### src/rtl/udp_filt_pkg.sv
`timescale 1ns/1ps
package udp_filt_pkg;
  // verdict registered one cycle after the closing beat of a frame
  typedef enum logic [1:0] {
    VERD_NONE   = 2'd0,
    VERD_ACCEPT = 2'd1,
    VERD_REJECT = 2'd2
  } verdict_e;

  localparam int BYTE_W = 8;
endpackage

### src/rtl/ucf_pos_track.sv
`timescale 1ns/1ps
module ucf_pos_track #(
  parameter int CNT_W = 6,
  parameter int LAST  = 43
) (
  input  logic             clk,
  input  logic             rst_n,
  input  logic             beat_valid,
  input  logic             beat_sof,
  input  logic             beat_eof,
  output logic [CNT_W-1:0] cur_pos,
  output logic             live
);
  localparam logic [CNT_W-1:0] LAST_C = CNT_W'(LAST);

  logic [CNT_W-1:0] pos_q, pos_d;
  logic             in_frame_q, in_frame_d;

  // byte index of the current beat; a start beat is always byte 0
  always_comb begin
    cur_pos = beat_sof ? '0 : pos_q;
    live    = beat_valid && (beat_sof || in_frame_q);
  end

  always_comb begin
    pos_d      = pos_q;
    in_frame_d = in_frame_q;
    if (live) begin
      pos_d      = (cur_pos == LAST_C) ? cur_pos : cur_pos + CNT_W'(1);
      in_frame_d = !beat_eof;
    end
  end

  always_ff @(posedge clk or negedge rst_n) begin
    if (!rst_n) begin
      pos_q      <= '0;
      in_frame_q <= 1'b0;
    end else if (live) begin
      pos_q      <= pos_d;
      in_frame_q <= in_frame_d;
    end
  end
endmodule

### src/rtl/ucf_field_grab.sv
`timescale 1ns/1ps
module ucf_field_grab #(
  parameter int CNT_W = 6,
  parameter int POS   = 12
) (
  input  logic                              clk,
  input  logic                              rst_n,
  input  logic                              live,
  input  logic                              beat_sof,
  input  logic [CNT_W-1:0]                  cur_pos,
  input  logic [udp_filt_pkg::BYTE_W-1:0]   data,
  output logic [udp_filt_pkg::BYTE_W-1:0]   byte_view,
  output logic                              seen_view
);
  localparam logic [CNT_W-1:0] POS_C = CNT_W'(POS);

  logic [udp_filt_pkg::BYTE_W-1:0] byte_q, byte_d;
  logic                            seen_q, seen_d;
  logic                            hit;
  logic                            grab_en;

  always_comb begin
    hit       = live && (cur_pos == POS_C);
    // current beat overrides the stored copy so the closing beat is usable
    byte_view = hit ? data : byte_q;
    seen_view = hit || (seen_q && !beat_sof);
    byte_d    = data;
    seen_d    = seen_view;
    grab_en   = live;
  end

  always_ff @(posedge clk or negedge rst_n) begin
    if (!rst_n) begin
      seen_q <= 1'b0;
    end else if (grab_en) begin
      seen_q <= seen_d;
    end
  end

  always_ff @(posedge clk or negedge rst_n) begin
    if (!rst_n) begin
      byte_q <= '0;
    end else if (hit) begin
      byte_q <= byte_d;
    end
  end
endmodule

### src/rtl/ucf_verdict.sv
`timescale 1ns/1ps
module ucf_verdict #(
  parameter int          LEN_W     = 16,
  parameter int          LEN_FLOOR = 42,
  parameter int          MIN_ETYPE = 1536,
  parameter logic [7:0]  PROTO_VAL = 8'h11
) (
  input  logic             clk,
  input  logic             rst_n,
  input  logic             done,
  input  logic [LEN_W-1:0] len_view,
  input  logic [15:0]      etype,
  input  logic [7:0]       proto,
  input  logic             all_seen,
  input  logic             cmd_bit,
  output logic             ctrl_o,
  output logic             accept_o,
  output logic             reject_o
);
  import udp_filt_pkg::*;

  verdict_e verd_q, verd_d;
  logic     ctrl_q, ctrl_d;
  logic     pass;

  always_comb begin
    pass   = (len_view > LEN_W'(LEN_FLOOR)) &&
             (etype >= 16'(MIN_ETYPE)) &&
             (proto == PROTO_VAL) &&
             all_seen;
    verd_d = VERD_NONE;
    ctrl_d = ctrl_q;
    if (done) begin
      verd_d = pass ? VERD_ACCEPT : VERD_REJECT;
      if (pass) ctrl_d = cmd_bit;
    end
  end

  always_ff @(posedge clk or negedge rst_n) begin
    if (!rst_n) begin
      verd_q <= VERD_NONE;
      ctrl_q <= 1'b0;
    end else begin
      verd_q <= verd_d;
      ctrl_q <= ctrl_d;
    end
  end

  assign ctrl_o   = ctrl_q;
  assign accept_o = (verd_q == VERD_ACCEPT);
  assign reject_o = (verd_q == VERD_REJECT);
endmodule

### src/rtl/udp_cmd_filter.sv
`timescale 1ns/1ps
module udp_cmd_filter #(
  parameter int         LEN_W        = 16,
  parameter int         ETYPE_HI_POS = 12,
  parameter int         PROTO_POS    = 23,
  parameter int         CMD_POS      = 42,
  parameter int         CMD_BIT      = 0,
  parameter int         LEN_FLOOR    = 42,
  parameter int         MIN_ETYPE    = 1536,
  parameter logic [7:0] PROTO_VAL    = 8'h11
) (
  input  logic             clk,
  input  logic             rst_n,
  input  logic             in_valid,
  input  logic             in_sof,
  input  logic             in_eof,
  input  logic [7:0]       in_data,
  input  logic [LEN_W-1:0] frame_len,
  output logic             ctrl_o,
  output logic             accept_o,
  output logic             reject_o
);
  localparam int LAST   = CMD_POS + 1;
  localparam int CNT_W  = $clog2(LAST + 1);
  localparam int N_GRAB = 4;
  localparam int GRAB_POS [N_GRAB] = '{ETYPE_HI_POS, ETYPE_HI_POS + 1, PROTO_POS, CMD_POS};

  // reset: asserted asynchronously, released on a clock edge
  logic [1:0] rst_sync_q;
  logic       rst_n_int;
  always_ff @(posedge clk or negedge rst_n) begin
    if (!rst_n) rst_sync_q <= 2'b00;
    else        rst_sync_q <= {rst_sync_q[0], 1'b1};
  end
  assign rst_n_int = rst_sync_q[1];

  logic [CNT_W-1:0] cur_pos;
  logic             live;

  ucf_pos_track #(.CNT_W(CNT_W), .LAST(LAST)) i_pos (
    .clk       (clk),
    .rst_n     (rst_n_int),
    .beat_valid(in_valid),
    .beat_sof  (in_sof),
    .beat_eof  (in_eof),
    .cur_pos   (cur_pos),
    .live      (live)
  );

  logic [7:0]        grab_byte [N_GRAB];
  logic [N_GRAB-1:0] grab_seen;

  for (genvar g = 0; g < N_GRAB; g++) begin : g_grab
    ucf_field_grab #(.CNT_W(CNT_W), .POS(GRAB_POS[g])) i_grab (
      .clk      (clk),
      .rst_n    (rst_n_int),
      .live     (live),
      .beat_sof (in_sof),
      .cur_pos  (cur_pos),
      .data     (in_data),
      .byte_view(grab_byte[g]),
      .seen_view(grab_seen[g])
    );
  end

  // frame length is sampled on the start beat
  logic [LEN_W-1:0] len_q;
  logic [LEN_W-1:0] len_view;
  logic             len_en;
  always_comb begin
    len_en   = live && in_sof;
    len_view = in_sof ? frame_len : len_q;
  end
  always_ff @(posedge clk or negedge rst_n_int) begin
    if (!rst_n_int)  len_q <= '0;
    else if (len_en) len_q <= frame_len;
  end

  logic [7:0] cmd_byte;
  logic       cmd_unused_xor;
  assign cmd_byte       = grab_byte[3];
  assign cmd_unused_xor = ^cmd_byte;

  ucf_verdict #(
    .LEN_W(LEN_W), .LEN_FLOOR(LEN_FLOOR),
    .MIN_ETYPE(MIN_ETYPE), .PROTO_VAL(PROTO_VAL)
  ) i_verdict (
    .clk     (clk),
    .rst_n   (rst_n_int),
    .done    (live && in_eof),
    .len_view(len_view),
    .etype   ({grab_byte[0], grab_byte[1]}),
    .proto   (grab_byte[2]),
    .all_seen(&grab_seen),
    .cmd_bit (cmd_byte[CMD_BIT]),
    .ctrl_o  (ctrl_o),
    .accept_o(accept_o),
    .reject_o(reject_o)
  );
endmodule

### config.mk
export PLATFORM = sky130hd
export DESIGN_NAME = udp_cmd_filter
export DESIGN_NICKNAME = d
export VERILOG_FILES = /design/src/rtl/udp_filt_pkg.sv /design/src/rtl/ucf_pos_track.sv /design/src/rtl/ucf_field_grab.sv /design/src/rtl/ucf_verdict.sv /design/src/rtl/udp_cmd_filter.sv
export SDC_FILE = /design/constraint.sdc
export NUM_CORES = 1
export LEC_CHECK = 0
export BUFFER_PORTS_ARGS = -buffer_cell sky130_fd_sc_hd__buf_2
export CORE_MARGIN = 2
export CORE_UTILIZATION = 40
export DETAILED_ROUTE_END_ITERATION = 10
export MAX_ROUTING_LAYER = met4
export PLACE_DENSITY = 0.62
export SLEW_MARGIN = 20
export SYNTH_ARGS = -nofsm -noshare
export SYNTH_HDL_FRONTEND = slang
export SYNTH_SLANG_ARGS = --single-unit
### constraint.sdc
create_clock -name clk -period 1.6 [get_ports clk]
set_input_delay 0.32 -clock clk [delete_from_list [all_inputs] [get_ports clk]]
set_output_delay 0.32 -clock clk [all_outputs]
set_load 0.005 [all_outputs]
# == After elaboration in Yosys (flattened, before gate mapping) ==
# Index checks and enable logic that the tools add are counted.
# word_totals
ff_bits,57
output_inout_bits,3
elab_cells,57
# op_classes
addsub,1
n_lt_le_gt_ge,2
eq_ne,8
muxes,9
n_reduce_logical,23
# ops
operator,count
8-bit two-way mux,3
"16-bit by 11-bit greater-or-equal comparator with 1-bit output, second input constant",1
"16-bit by 6-bit greater-than comparator with 1-bit output, second input constant",1
16-bit two-way mux,1
1-bit logical AND,14
"6-bit by 4-bit equality test with 1-bit output, second input constant",2
"6-bit equality test, second input constant",2
6-bit two-way mux,2
"8-bit by 5-bit equality test with 1-bit output, second input constant",1
"6-bit by 1-bit adder with 6-bit output, second input constant",1
"6-bit by 5-bit equality test with 1-bit output, second input constant",1
1-bit logical OR,5
2-bit two-way mux,2
4-bit AND reduction,1
"2-bit by 1-bit equality test with 1-bit output, second input constant",1
"2-bit equality test, second input constant",1
1-bit zero test,2
2-bit AND reduction,1
1-bit two-way mux,1

# == Depth between registers and ports, before layout ==
# Gate-level depths: netlist of the first run.
# logic_depth
word_depth,10
depth_mapped,10
mapped_depth_nobuf,9

# == Cells and area by module ==
# From an unflattened synthesis of the first run, not the netlist that was laid out.
# unflattened
cells_unflattened,224
hier_area_um2,3046.7
# by_module_without_submodules
module,instances,cells_each,area_per_inst_um2,seq_area_each_um2
udp_cmd_filter,1,57,912.1,450.4
ucf_pos_track,1,44,422.9,175.2
ucf_field_grab (g_grab[2].i_grab),1,24,384.1,225.2
ucf_field_grab (g_grab[0].i_grab),1,25,372.9,225.2
ucf_field_grab (g_grab[3].i_grab),1,24,371.6,225.2
ucf_field_grab (g_grab[1].i_grab),1,25,366.6,225.2
ucf_verdict,1,25,216.5,75.1

# == Worst setup path before layout of the first run ==
# No wires, ideal clock.
# synth_timing
path_kind,input port to flip-flop
startpoint,input in_sof
endpoint,"register i_verdict.ctrl_q, in the netlist i_verdict.ctrl_o"
setup_ns,0.127
arrival_time_ns,1.848
t_required_ns,1.473
path_slack_ns,-0.376
path_stages,9
path_buffers,1
cell_sequence,clkbuf_1 nor2b_1 inv_1 ha_1 nand3_1 nor3_1 o221a_2 nand4b_1 mux2_1
# synth_between
elab_chain_len,9
# synth_lines
element,line,rtl
"start, declared",udp_cmd_filter.sv:15,"input logic in_sof,"
6-bit two-way mux / 1-bit logical OR (equally long branches),"ucf_pos_track.sv:21, ucf_pos_track.sv:22",
6-bit by 4-bit equality test with 1-bit output / 1-bit logical AND (equally long branches),"ucf_field_grab.sv:23, ucf_pos_track.sv:22",
1-bit logical AND,ucf_field_grab.sv:23,hit = live && (cur_pos == POS_C);
8-bit two-way mux,ucf_field_grab.sv:25,byte_view = hit ? data : byte_q;
16-bit by 11-bit greater-or-equal comparator with 1-bit output,ucf_verdict.sv:28,(etype >= 16'(MIN_ETYPE)) &&
1-bit logical AND,ucf_verdict.sv:27,pass = (len_view > LEN_W'(LEN_FLOOR)) &&
1-bit logical AND,ucf_verdict.sv:28,
1-bit logical AND,ucf_verdict.sv:29,(proto == PROTO_VAL) &&
2-bit AND reduction (no source line),n/a,
"end signal, assigned",ucf_verdict.sv:45,ctrl_q <= ctrl_d;
"end, declared",ucf_verdict.sv:23,"logic ctrl_q, ctrl_d;"
# Parallel ways exist; a longest one is shown, timed or not.
# A chain may end at the register's enable or synchronous reset.

# == Worst setup path after layout of the first run ==
# layout_timing
startpoint,register i_pos.pos_q[0]
endpoint,"register i_verdict.ctrl_q, in the netlist i_verdict.ctrl_o"
# layout_between
elab_chain_len,9
# layout_lines
element,line,rtl
"start, declared",ucf_pos_track.sv:16,"logic [CNT_W-1:0] pos_q, pos_d;"
"start signal, assigned",ucf_pos_track.sv:39,pos_q <= pos_d;
6-bit two-way mux (*),ucf_pos_track.sv:21,cur_pos = beat_sof ? '0 : pos_q;
6-bit by 4-bit equality test with 1-bit output,ucf_field_grab.sv:23,
1-bit logical AND,ucf_field_grab.sv:23,
8-bit two-way mux,ucf_field_grab.sv:25,
16-bit by 11-bit greater-or-equal comparator with 1-bit output,ucf_verdict.sv:28,
1-bit logical AND,ucf_verdict.sv:27,
1-bit logical AND,ucf_verdict.sv:28,
1-bit logical AND,ucf_verdict.sv:29,
2-bit AND reduction (no source line),n/a,
# Mark *: on every way between the ends. The rest lies on a longest branch, timed or not.

==> metrics.txt, run 1 <==
status=finished, violations left; violated checks=negative setup slack; Final Hold Fails=0; maximum vdd drop=0.538 mV; DR WL/cell=14.4 um; post-synthesis cell area=0.00213 mm^2; worst min path class=register to async pin; Top Metal Used=met4; Ys Warns=0; worst setup margin=-220 ps; remaining global-route overflow=0; register area share after synthesis=56.4%; CP required=1790 ps; Vias/cell=5.04; pwr/cell area=1150 mW/mm^2; RSZ-0062 raised after global routing=yes; Post-Route WL=4410 um; area grow syn2layout=33.5%; Die Wd=76.9 um; post-synthesis cell type count=37; Max Freq=0.550 GHz; Syn Area/Cell=12.4 um^2; RD Place Congestion=0.873; Post-synth EDFFs=0; initial antenna violation count=0; Root Buffer=clkbuf_8; TritonCTS clock tree=done; via count=1547; Max Cap Viol=0; drt pass-1 iters=4; row count=26; Final Power=3.27 mW; Startpoint Class=register; met2 WL post-DR=2200 um; post-layout util=55.6%; Top Ports=32; DRC=0; Syn Inst Count=172; crit-path cells=nor2b_4 > inv_2 > ha_4 > nand3_4 > nor3_4 > o221a_2 > nand4b_1 > mux2_4; Slew Viols, Final=0; fraction of layout cells with a size suffix above 1=49.8%; Crit Path Category=register to register; post-route ant nets=0; hpwl dp=3060 um; WL met3=130 um; Max clock buf depth=2; Register-to-Register Path Depth=8; syn_nets=203; Net count, final=267; Slowest-stage cell, CP=dfrtp_1; Placed Cells=296; Num CTS Buffers=5; port bufs=31; Crit Path Max Fanout=4; antenna cells=0; die height=76.9 um; CTS H-Tree Depth=2; Final min period=1820 ps; core area=0.00511 mm^2; Detailed Route Iter0 Violations=63; Synth async-reset ratio=100%; fill cell count=449; CP endpoint kind=register; setup violators final=4; final worst path period share=114%; Die ar.=0.00592 mm^2; Seq cells post-synth=48; final setup TNS=-382 ps; clock latency on the worst-skew pair=310 ps; clock sinks=48; critical path data arrival time=2010 ps; global-route wire length before repair=7280 um; Worst path max stage delay=400 ps; M1 WL=1990 um; LEAKAGE=1.42 nW; Starting Density=41.7%; vias in the first global route=1584; final cell count without fillers=307; Most used DFF post-synth=dfrtp_1; largest net degree at the start of global routing=34; clock skew=10.7 ps; gr usage total=15.8%; Worst-path clk slew=90 ps
## metrics by stage
| stage | setup slack, ps | hold WS (ps) | area (um^2) |
|---|---|---|---|
| final | -220 | 156 | 2840 |
| after global routing | -284 | 177 | 2840 |
| after CTS | -184 | 166 | 2770 |
| after detailed placement | -315 | 109 | 2580 |
| after global placement | -266 | 107 | 2580 |
| after floorplan | -228 | 24.4 | 2130 |
## synth_stat cells, types with 3 or more instances
master    count  area share [%]
nor2b_1       4             1.2
o21ai_0       5             1.2
nand2_1      11             1.9
clkbuf_1      3            0.53
dfrtp_1      48              56
nor2_1        7             1.2
nor3_1        5             1.2
nor4_1        4             1.2
and4b_1       3             1.4
mux2_2       33              17
a21oi_1       6             1.4
inv_1         5            0.88
nand3_1       6             1.4
## cell type report
| type | count | area (um^2) | area share [%] |
|---|---|---|---|
| clock inverters | 3 | 68.8 | 2.42 |
| multi-input cells | 114 | 980 | 34.5 |
| clock buffers | 5 | 68.8 | 2.42 |
| well taps | 70 | 87.6 | 3.08 |
| flip-flops and latches | 48 | 1200 | 42.3 |
| inverters | 5 | 18.8 | 0.661 |
| repair buffers | 62 | 415 | 14.6 |
## per-layer routing
| metal | GRT usage [%] | up-vias |
|---|---|---|
| met5 | - | - |
| met4 | 7.45 | 0 |
| met3 | 3.41 | 9 |
| met2 | 24.7 | 28 |
| met1 | 19.6 | 752 |
| li1 | - | 758 |
## critical path, delay by kind of cell (launching register included)
family | cells | cell delay [ps]
adders and majority gates | 1 | 120
DFF | 1 | 400
AOI/OAI and AO/OA | 1 | 220
muxes | 1 | 330
buffers and inverters | 1 | 60
and+or+nand+nor | 4 | 580
## cells by family after synthesis
kind of cell	Yosys count	share of synthesized area [%]
flip-flops	48	56.4
other	1	0.176
AND/OR/NAND/NOR	50	13.5
multiplexers	35	18.5
buffers and inverters	10	2.17
adder cells (fa/ha/maj)	2	1.18
AO/OA/AOI/OAI	26	8.11
## flip-flops by register name, indices dropped and copies added, names as in the netlist
register and flops:
i_pos.in_frame_q 1, g_grab.i_grab.byte_q 16, i_verdict.verd_q 2, g_grab.i_grab.seen_q 4, len_q 16, rst_sync_q 2
i_pos.pos_q 6, i_verdict.ctrl_o 1
## cell usage in the layout, fill, tap and decap left out, types with 2 or more instances in the layout
cell / count
nand4_1: 2
o22ai_1: 2
o21a_1: 2
inv_1: 4
buf_4: 28
nand3_1: 5
o21ai_0: 5
nand4b_1: 2
a21oi_1: 5
bufinv_16: 2
nor2b_1: 3
clkbuf_8: 5
nor2_1: 7
nor3_1: 3
nand2_1: 11
nor4_1: 4
mux2_2: 33
buf_2: 31
a21o_1: 2
buf_12: 2
and4b_1: 2
dfrtp_1: 47
## where the power goes
group / internal [mW] / leakage (nW) / switching (mW)
combinational: 0.405 / 0.738 / 0.346
sequential: 1.37 / 0.614 / 0.102
clock: 0.629 / 0.0687 / 0.414
total: 2.40 / 1.42 / 0.863
## final timing paths
path	from	end	slack (ps)
max in group asynchronous	rst_sync_q[1]$_DFF_PN0_	g_grab[2].i_grab.byte_q[7]$_DFF_PN0_	970
min in group clk	frame_len[4]	len_q[4]$_DFFE_PN0P_	240
setup reg to reg	i_pos.pos_q[0]$_DFFE_PN0N_	i_verdict.ctrl_o$_DFFE_PN0P_	-220
hold / removal	rst_sync_q[1]$_DFF_PN0_	len_q[5]$_DFFE_PN0P_	160
setup / recovery	i_pos.pos_q[0]$_DFFE_PN0N_	i_verdict.ctrl_o$_DFFE_PN0P_	-220
hold reg to reg	rst_sync_q[1]$_DFF_PN0_	len_q[5]$_DFFE_PN0P_	160
## what timing repair did
item	CTS	global route
endpoints found under the hold margin	2	0
resized for setup	6	10
setup buffers	0	2
pin swaps	2	4
gates cloned	0	0
hold buffers	1	0
endpoints found under the setup margin	3	13
Note: power is estimated with default switching activity, not from simulation.
==> inputs of run 2 (changes only) <==
==> constraint.sdc (replaced) <==
create_clock -name clk -period 2.1 [get_ports clk]
set_input_delay 0.42 -clock clk [delete_from_list [all_inputs] [get_ports clk]]
set_output_delay 0.42 -clock clk [all_outputs]
set_load 0.005 [all_outputs]
==> metrics.txt, run 2 (synthesized netlist as in run 1, its figures left out) <==
multi-input logic area=881 um^2; drt pass-1 iters=4; Placed Cells=278; Startpoint Class=register; Max Freq=0.523 GHz; Slew Viols, Final=0; Detailed Route Iter0 Violations=53; final setup TNS=0 ps; Final Power=2.06 mW; Die Wd=76.9 um; worst min path class=register to async pin; clock sinks=48; most frequent cells in the layout=dfrtp_1 (47), mux2_2 (33), buf_2 (31); critical path data arrival time=2090 ps; Crit Path Category=register to register; CP required=2280 ps; global-route wire length before repair=6800 um; largest net degree at the start of global routing=37; CP endpoint kind=register; TritonCTS clock tree=done; final cell count without fillers=287; hold_buf cts=1; core area=0.00511 mm^2; fraction of layout cells with a size suffix above 1=39.6%; PostCTS Resize Cnt=0; DRC=0; Max clock buf depth=2; Top Ports=32; post-route ant nets=0; setup violators final=0; antenna cells=0; hpwl dp=2840 um; final worst path period share=91.0%; clock skew=2.80 ps; DR WL/cell=13.2 um; Slowest-stage cell, CP=dfrtp_1; Final min period=1910 ps; vias in the first global route=1555; clock latency on the worst-skew pair=290 ps; fill cell count=496; crit-path cells=and4b_1 > and3_1 > mux2_2 > nand4b_1 > mux2_1; die height=76.9 um; Worst path max stage delay=430 ps; status=finished clean; Net count, final=247; biggest regs=g_grab.i_grab.byte_q x16, len_q x16, i_pos.pos_q x6; FF+latch area=0.00120 mm^2; LEAKAGE=1.26 nW; area grow syn2layout=18.5%; Num CTS Buffers=5; RSZ-0062 raised after global routing=no; Die ar.=0.00592 mm^2; commonest non-fill, non-tap cell in the layout=dfrtp_1; via count=1485; maximum vdd drop=0.467 mV; Post-Route WL=3780 um; RD Place Congestion=0.798; Starting Density=41.7%; Worst-path clk slew=80 ps; Vias/cell=5.17; CTS H-Tree Depth=2; Max Cap Viol=0; port bufs=31; Final Hold Fails=0; row count=26; pwr/cell area=815 mW/mm^2; Crit Path Max Fanout=5; gr usage total=14.7%; postcts setup bufs=0; initial antenna violation count=0; remaining global-route overflow=0; Root Buffer=clkbuf_8
## run 2: per-layer routing
metal	part of all wire (%)	track usage [%]
met3	5.3	3.65
met4	1.1	4.91
met5	0	-
met1	46	18.2
met2	48	23.8
## run 2: worst max-delay path: cells and delay by family (launching register included)
family | cells | cell delay [ps]
AND/OR/NAND/NOR | 3 | 680
multiplexers | 2 | 680
flip-flops | 1 | 430
## run 2: final timing paths
path | depth (start not counted) | start | slack (ps) | to
max in group asynchronous | 1 | rst_sync_q[1]$_DFF_PN0_ | 1250 | i_pos.pos_q[3]$_DFFE_PN0N_
worst min register to register | 0 | rst_sync_q[1]$_DFF_PN0_ | 130 | len_q[12]$_DFFE_PN0P_
worst max-delay path | 5 | i_pos.pos_q[5]$_DFFE_PN0N_ | 190 | i_verdict.ctrl_o$_DFFE_PN0P_
worst min-delay path | 0 | rst_sync_q[1]$_DFF_PN0_ | 130 | len_q[12]$_DFFE_PN0P_
worst max register to register | 5 | i_pos.pos_q[5]$_DFFE_PN0N_ | 190 | i_verdict.ctrl_o$_DFFE_PN0P_
min in group clk | 2 | frame_len[12] | 350 | len_q[12]$_DFFE_PN0P_
## run 2: where the power goes
group          switching (mW)  internal [mW]  total [mW]
clock                   0.286          0.263       0.549
combinational           0.165          0.198       0.363
sequential             0.0998           1.04        1.14
total                   0.551           1.50        2.06
## run 2: area by class of cell
type / count / share of cell area (%)
clock buffers: 6 / 3.27
clock inverters: 2 / 0.397
inverters: 5 / 0.744
multi-input cells: 114 / 34.9
flip-flops and latches: 48 / 47.7
well taps: 70 / 3.47
repair buffers: 42 / 9.52
## run 2: per-stage QoR
step           cell area, um^2  utilization, %  worst slack [ps]  hold WS [ps]
3_3_place_gp              2420            47.4              78.4           128
6_report                  2520            49.4               189           131
5_1_grt                   2520            49.4               113           151
3_5_place_dp              2420            47.4              72.0           133
2_1_floorplan             2130               -              24.2           124
4_1_cts                   2520            49.4               206           144
==> inputs of run 3 (changes only) <==
--- a/config.mk
+++ b/config.mk
@@ -10,7 +10,7 @@
 export CORE_UTILIZATION = 40
 export DETAILED_ROUTE_END_ITERATION = 10
 export MAX_ROUTING_LAYER = met4
-export PLACE_DENSITY = 0.62
+export PLACE_DENSITY_LB_ADDON = 0.12
 export SLEW_MARGIN = 20
 export SYNTH_ARGS = -nofsm -noshare
 export SYNTH_HDL_FRONTEND = slang
==> constraint.sdc (replaced) <==
create_clock -name clk -period 2.3 [get_ports clk]
set_input_delay 0.46 -clock clk [delete_from_list [all_inputs] [get_ports clk]]
set_output_delay 0.46 -clock clk [all_outputs]
set_load 0.005 [all_outputs]
==> metrics.txt, run 3 (synthesized netlist as in run 1, its figures left out) <==
status=finished clean; area grow syn2layout=17.5%; port bufs=31; Comb pwr share=15.7%; Root Buffer=clkbuf_8; Int Pwr=1.44 mW; Crit Path Max Fanout=7; Starting Density=41.7%; gr usage total=15.8%; core area=0.00511 mm^2; Slowest-stage cell, CP=dfrtp_1; M3 GR Usage=3.06%; Buf/Inv on CP=2; crit-path cells=nor2b_1 > inv_1 > ha_1 > nand3_1 > nor3_1 > buf_4 > o221a_2 > nand4b_1 > mux2_1; row count=26; hold_buf cts=1; maximum vdd drop=0.350 mV; Psw=514 uW; clock group share of total power=30.0%; vias in the first global route=1632; drt pass-1 iters=4; postcts setup bufs=0; final setup TNS=0 ps; Die Wd=76.9 um; CP endpoint kind=register; die height=76.9 um; Worst-path clk slew=80 ps; Detailed Route Iter0 Violations=43; clock skew=9.95 ps; pwr/cell area=783 mW/mm^2; TritonCTS clock tree=done; Startpoint Class=register; Post-Route WL=4040 um; DR WL/cell=14.3 um; setup violators final=0; CTS H-Tree Depth=2; Crit Path Category=register to register; PostCTS Resize Cnt=0; worst min path class=register to async pin; Net count, final=242; Hold WS=190 ps; Final Hold Fails=0; initial antenna violation count=0; register share of total power=54.3%; RD Place Congestion=0.816; GR peak layer=met2; Final Power=1.96 mW; Top Ports=32; biggest regs=g_grab.i_grab.byte_q x16, len_q x16, i_pos.pos_q x6; Max Cap Viol=0; clock latency on the worst-skew pair=300 ps; CP required=2480 ps; post-layout util=48.9%; switching share of power=26.2%; fraction of layout cells with a size suffix above 1=37.7%; hpwl dp=3070 um; via count=1467; post-route ant nets=0; RSZ-0062 raised after global routing=no; family with the most delay on the worst path=flip-flops; clock sinks=48; Max Freq=0.520 GHz; final worst path period share=83.6%; Num CTS Buffers=5; Die ar.=0.00592 mm^2; remaining global-route overflow=0; critical path data arrival time=2100 ps; antenna cells=0; Vias/cell=5.20; global-route wire length before repair=7290 um; commonest non-fill, non-tap cell in the layout=dfrtp_1; LEAKAGE=1.24 nW; Max clock buf depth=2; global-route met2 utilization=26.8%; DRC=0; Final min period=1920 ps; Worst path max stage delay=440 ps; global-route met1 utilization=18.7%; Slew Viols, Final=0; largest net degree at the start of global routing=30; most frequent cells in the layout=dfrtp_1 (47), mux2_2 (33), buf_2 (31); fill cell count=478
[run 3: changes by cell type in the layout (fill, tap and decap cells not counted)]
cell       change
buf_4          -5
bufinv_16      +1
clkbuf_1       +1
clkbuf_8       -1
clkinv_2       -1
[run 3: layer usage]
metal | vias up | part of all wire (%)
met4 | 0 | 1.9
li1 | 711 | -
met3 | 7 | 2.8
met5 | - | 0
met1 | 725 | 44
met2 | 24 | 51
[run 3: per-stage QoR]
stage / instances / worst slack [ps] / instance area [um^2]
final: 282 / 377 / 2500
after global routing: 282 / 252 / 2500
after CTS: 282 / 374 / 2500
after detailed placement: 273 / 118 / 2380
after global placement: 273 / 187 / 2380
after floorplan: 172 / 184 / 2130
[run 3: final cells by class]
type	instances	area (um^2)	share of cell area, %
flip-flops and latches	48	1200	48.1
multi-input cells	114	881	35.2
repair buffers	37	203	8.11
well taps	70	87.6	3.50
clock buffers	6	72.6	2.90
clock inverters	2	35.0	1.40
inverters	5	18.8	0.751
[run 3: final timing paths]
check	startpoint	to	slack [ps]	cells past startpoint
worst max-delay path	i_pos.pos_q[0]$_DFFE_PN0N_	i_verdict.ctrl_o$_DFFE_PN0P_	380	9
worst min-delay path	rst_sync_q[1]$_DFF_PN0_	len_q[6]$_DFFE_PN0P_	190	0
worst max register to register	i_pos.pos_q[0]$_DFFE_PN0N_	i_verdict.ctrl_o$_DFFE_PN0P_	380	9
worst min register to register	rst_sync_q[1]$_DFF_PN0_	len_q[6]$_DFFE_PN0P_	190	0
max in group asynchronous	rst_sync_q[1]$_DFF_PN0_	i_verdict.verd_q[0]$_DFF_PN0_	1410	1
min in group clk	rst_sync_q[0]$_DFF_PN0_	rst_sync_q[1]$_DFF_PN0_	350	0
[run 3: power by group through the flow]
stage | Combinational (mW) | Sequential, mW | Clock, mW
after floorplan | 0.221 | 1.05 | 0
after global placement | 0.301 | 1.07 | 0
after detailed placement | 0.313 | 1.08 | 0
after CTS | 0.314 | 1.06 | 0.605
after global routing | 0.352 | 1.08 | 0.644
final | 0.308 | 1.06 | 0.586
[run 3: worst register-to-register path: stages (launching register included)]
cell      delay, ps
dfrtp_1         440
nor2b_1         200
inv_1            60
ha_1            170
nand3_1          70
nor3_1           40
buf_4           150
o221a_2         240
nand4b_1        110
mux2_1          330
